**config.mk**
```make
export PLATFORM = sky130hd
export DESIGN_NAME = idx_reg_bank
export DESIGN_NICKNAME = d
export VERILOG_FILES = /design/src/rtl/idx_reg_bank.sv
export SDC_FILE = /design/constraint.sdc
export NUM_CORES = 1
export LEC_CHECK = 0
export BUFFER_PORTS_ARGS = -buffer_cell sky130_fd_sc_hd__buf_2
export CAP_MARGIN = 20
export CELL_PAD_IN_SITES_DETAIL_PLACEMENT = 1
export CELL_PAD_IN_SITES_GLOBAL_PLACEMENT = 1
export CORE_MARGIN = 8
export CORE_UTILIZATION = 40
export CTS_BUF_LIST = sky130_fd_sc_hd__clkbuf_16
export DETAILED_ROUTE_END_ITERATION = 7
export PLACE_DENSITY_LB_ADDON = 0.1
export REMOVE_ABC_BUFFERS = 1
export SLEW_MARGIN = 20
export SYNTH_ARGS = -nofsm -noshare
export SYNTH_HDL_FRONTEND = slang
export SYNTH_SLANG_ARGS = --single-unit
```
**constraint.sdc**
```tcl
create_clock -name clk -period 2.75 [get_ports clk]
set_input_delay 0.825 -clock clk [delete_from_list [all_inputs] [get_ports clk]]
set_output_delay 0.825 -clock clk [all_outputs]
set_load 0.02 [all_outputs]
```
**src/rtl/idx_reg_bank.sv**
```systemverilog
module idx_reg_bank #(
  parameter int DW      = 8,
  parameter int NBTN    = 6,
  parameter int LED_IDX = 7
) (
  input  logic            clk,
  input  logic            rst_n,
  input  logic            cs_n,
  input  logic            wr_n,
  input  logic            rd_n,
  input  logic            a0,
  input  logic [DW-1:0]   bus_i,
  output logic [DW-1:0]   bus_o,
  output logic            bus_oe,
  input  logic [NBTN-1:0] btn_n,
  output logic [DW-1:0]   led_n
);
  localparam int HW = DW + 3;
  localparam logic [HW-1:0] HIDLE = {3'b111, {DW{1'b0}}};

  logic [HW-1:0] hp1, hp2, hp3;
  logic [NBTN-1:0] b1, b2, b3, lat, press, clr;
  logic [DW-1:0] idx_q, led_q, stat, rd_val, wd;
  logic wr_evt, wa0;

  always_ff @(posedge clk or negedge rst_n)
    if (!rst_n) begin
      hp1 <= HIDLE;
      hp2 <= HIDLE;
      hp3 <= HIDLE;
      b1  <= '1;
      b2  <= '1;
      b3  <= '1;
    end else begin
      hp1 <= {wr_n, cs_n, a0, bus_i};
      hp2 <= hp1;
      hp3 <= hp2;
      b1  <= btn_n;
      b2  <= b1;
      b3  <= b2;
    end

  assign wr_evt = !hp3[DW+2] && hp2[DW+2] && !hp3[DW+1];
  assign wa0    = hp3[DW];
  assign wd     = hp3[DW-1:0];
  assign press  = b3 & ~b2;

  for (genvar k = 0; k < NBTN; k++) begin : g_clr
    assign clr[k] = wr_evt && wa0 && (idx_q == DW'(k + 1));
  end

  always_ff @(posedge clk or negedge rst_n)
    if (!rst_n) begin
      idx_q <= '0;
      led_q <= '1;
      lat   <= '0;
    end else begin
      if (wr_evt && !wa0) idx_q <= wd;
      if (wr_evt && wa0 && idx_q == DW'(LED_IDX)) led_q <= wd;
      lat <= (lat & ~clr) | press;
    end

  assign stat = ~{{(DW-NBTN){1'b0}}, lat};

  always_comb
    if (idx_q == '0)                rd_val = stat;
    else if (idx_q == DW'(LED_IDX)) rd_val = led_q;
    else                            rd_val = '1;

  assign bus_oe = a0 && !cs_n && !rd_n;
  assign bus_o  = rd_val;
  assign led_n  = led_q;
endmodule

```
* Word level (Yosys, flattened, before mapping)
Index checks and enable logic that the tools add are counted.
Widths: inputs -> output; s select.
** Cells by class
- Bitwise gates (word level) :: 6
- Reduce and logical (&&, ||, !) cells :: 19
- Div/mod/pow operators :: 0
- Add/subtract/negate cells :: 0
- Order comparisons :: 0
- Eq/ne operators :: 7
- $mul :: 0
- Muxes and demuxes :: 2
- Shift operators :: 0
** Operators by type and width (count)
- $eq 8x3->1 const B :: 4
- $eq 8x2->1 const B :: 2
- $mux 8 :: 2
- $logic_and 1x1->1 :: 13
- $and 6x6->6 :: 2
- $not 6->6 :: 2
- $eq 8x1->1 const B :: 1
- $logic_not 8->1 :: 1
- $not 6->8 :: 1
- $or 6x6->6 :: 1
- $logic_not 1->1 :: 5
** Storage, ports and cells
- Word-level logic and storage cells :: 43
- Bits in read-only memories :: 0
- Bits in writable memories :: 0
- Memories kept :: 0
- Bits in latches :: 0
- Flip-flop bits (word level) :: 73
- Input bits :: 20
- Output and inout bits :: 17

* Longest topological paths before layout
- Depth in word-level cells :: 8
- Depth in mapped cells :: 5
- Gate-level depth less buffers :: 3

* Least setup slack after synthesis
Ideal clock, no wire load.
- Path kind :: register -> output
- Start :: register idx_q[5]
- End :: output bus_o[6]
- Data required time :: 1.925 ns
- Arrival :: 1.463 ns
- Setup slack :: 0.462 ns
- Buffers on the path :: 1
- Stages on the path, launching flop included :: 4
- Path through :: dfrtp_1 -> or4_1 -> buf_2 -> or3_1
** Between the ends
- Word-level cells in the longest chain between the ends :: 3
- Elaborated cells between the ends (all ways) :: 4
- Those cells by class :: eq/ne (1); mux (2); reduce/logical (1)
** RTL lines
- start: declaration :: line 23 : logic [DW-1:0] idx_q, led_q, stat, rd_val, wd;
- start signal: assignment :: line 58 : if (wr_evt && !wa0) idx_q <= wd;
- $eq 8x3->1 :: line 67 : else if (idx_q == DW'(LED_IDX)) rd_val = led_q;
- $mux 8 :: line 67
- $mux 8 * :: line 66 : if (idx_q == '0) rd_val = stat;
- end: declaration :: line 13 : output logic [DW-1:0] bus_o,
Every way passes the cells marked *; elsewhere a longest branch is shown, timed or not.

* Final worst setup path
- Start :: register idx_q[5]
- End :: output bus_o[7]
Same word-level chain as after synthesis.

==> run summary <==
status - completed
R2R depth - 3
RSZ-0062 raised after global routing - false
Vias - 1,255
net switching power - 0.532 mW
Min Clock Period, post-route - 2.69 ns
TritonCTS clock tree - done
Clock Sinks - 73
Highest Clock Rate - 372 MHz
synth top area cells - dfrtp_1, dfstp_2, mux2_4
Synth top area share - 39.6%
Power Internal - 1.83 mW
Core Area - 5850 um^2
drt wl/cell - 16.3 um
Slew headroom - 37.1%
Routed Antenna Nets - 0
TritonCTS buffer count - 9
Setup CP Type - register to output port
clock-pin slew on the worst setup and hold paths - 0.05 ns
Final Hold Fails - 0
Mapped Area - 2400 um^2
GRT Overall Usage - 11.3%
Clock Root Buffer - clkbuf_16
Adder-Cell Fraction of Synth Area - 0%
Routed WL - 4360 um
Critical Path Start Type - register
DR DRC count - 0
Power Total - 2.36 mW
main combinational cell family by area after synthesis - multiplexers
nets - 207
crit-path cells - or4_4 > or3_1 > buf_2
flops & latches, synth - 73
# setup viols final - 0
Mean Syn Cell Area - 17.4 um^2
hold path cells - 0
critical path depth - 3
Tcrit/Tclk final - 97.7%
CP max stage delay - 0.61 ns
Ys Warns - 0
most frequent cells in the layout - dfrtp_1, buf_2, dfstp_2
Crit. End Element - output port
DR pass1 iterations - 4
logic gate share of total power - 7.0%
Worst Skew - 0.00533 ns
worst min-delay path class - register to register
commonest non-fill, non-tap cell in the layout - dfrtp_1
Simple-Gate Fraction of Synth Area - 5.99%
library cells used by synthesis - 22
I/O Buffers - 36
CP max stage cell - or4_4
Lkg Pwr - 1.30 nW
PD cells - 797 nW/um^2
Slew Limit Fails - 0
CP Max Fanout - 9
post-synthesis compound-gate area fraction - 5.63%
post-synthesis xor/xnor area fraction - 0%
switching share of total power - 22.5%
setup tns final - 0 ns
initial antenna violation count - 0
Routability Congestion - 0.819
Yosys top cell by area - dfrtp_1
Die Wd - 93.5 um
sequential fraction of design power - 51.1%
Rows - 28
Ports - 37
grt ovf - 0
Vias per Instance - 4.70
Mapped Cells - 138
Placed Instances - 251
layout cells sized above 1 - 56.8%
CP Data Arrival Time - 1.86 ns
Layout Area Growth over Synthesis - 23.5%
clock power share - 41.9%
Crit path max-delay family - simple AND/OR/NAND/NOR gates
buffers from clock root to sink, at most - 2
post-DP HPWL - 3170 um
max cap viols - 0
VDD IR max - 0.000438 V
Hold WS - 0.345 ns
Tightest Pin Transition - 0.940 ns
first-pass GRT wire length - 7250 um
Max H-tree Level - 3
starting density of the core - 41.1%
Antenna diodes - 0
worst skew pair latency - 0.32 ns
Crit path buffers/inverters - 1
register area share after synthesis - 77.9%
die extent in y - 93.5 um
required time of the critical path - 1.93 ns
largest net degree at the start of global routing - 29
mux contribution to synthesized area - 8.75%
fillers - 581
final std cells w/o fill - 267
vias in the first global route - 1,431
DR iter-0 viols - 20
die area - 8740 um^2
power groups by stage:
stage | sequential [mW] | combinational (mW) | clock (mW)
detailed placement | 1.22 | 0.166 | 0
finish | 1.21 | 0.165 | 0.991
CTS | 1.21 | 0.168 | 1.03
global placement | 1.22 | 0.156 | 0
global route | 1.22 | 0.183 | 1.08
floorplan | 1.21 | 0.0905 | 0
state kept, by name (all words and copies together) (netlist names):
signal and flops:
b3 6, b1 6, hp3 11, led_n 8
idx_q 8, hp1 11, hp2 11, b2 6
lat 6
layout make-up:
class | instances | area [um^2] | area share (%)
clock buffers | 9 | 225 | 7.59
clock inverters | 7 | 32.5 | 1.10
inverters | 6 | 22.5 | 0.759
multi-input cells | 56 | 493 | 16.6
flip-flops and latches | 73 | 1870 | 63.0
well taps | 75 | 93.8 | 3.16
repair buffers | 41 | 230 | 7.76
per-stage QoR:
step	utilization [%]	worst slack [ns]	cell area, um^2
floorplan	-	0.449	2380
global placement	46.3	0.334	2710
detailed placement	46.3	0.306	2710
CTS	50.7	0.0635	2970
global route	50.7	0.0137	2970
finish	50.7	0.0623	2970
final timing paths:
| check | start | endpoint | slack (ns) |
|---|---|---|---|
| max in group asynchronous | rst_n | led_n[3] | 1.60 |
| worst max register to register | hp2[10] | led_n[2] | 0.67 |
| worst min register to register | hp2[2] | hp3[2] | 0.35 |
| worst max-delay path | idx_q[5] | bus_o[7] | 0.06 |
| worst min-delay path | hp2[2] | hp3[2] | 0.35 |
| min in group asynchronous | rst_n | hp3[2] | 0.51 |
worst reg2reg max path, stage by stage (launching register included):
cell,delay [ns]
dfstp_2,0.53
or4bb_1,0.64
or3_4,0.51
mux2_4,0.33
Yosys cell counts:
cell / instances
buf_2: 1
buf_6: 1
clkbuf_1: 1
dfrtp_1: 38
dfstp_2: 35
inv_1: 6
mux2_2: 8
mux2_4: 8
nand2_1: 7
nand2b_1: 3
nand4b_1: 1
nor3b_1: 1
nor4_1: 2
nor4b_2: 1
o21ai_0: 6
o2bb2ai_1: 6
o41ai_1: 6
or2_2: 2
or3_1: 2
or3_4: 1
or4_1: 1
or4bb_1: 1
cells by family after synthesis:
logic type	count (synthesis)
AOI/OAI and AO/OA	18
buffers and inverters	9
DFF	73
muxes	16
and+or+nand+nor	22
layer usage:
| layer | vias up | GRT usage (%) | wire, um |
|---|---|---|---|
| met5 | - | 0 | 0 |
| met4 | 0 | 8.05 | 130 |
| met3 | 10 | 4.65 | 286 |
| met2 | 37 | 16.5 | 2050 |
| met1 | 628 | 13.2 | 1890 |
| li1 | 580 | - | - |
repair_timing:
item / CTS / global route
endpoints found under the setup margin: 2 / 0
gates resized for setup: 1 / 0
setup buffers: 0 / 0
hold buffers: 0 / 0
Note: power is estimated with default switching activity, not from simulation.
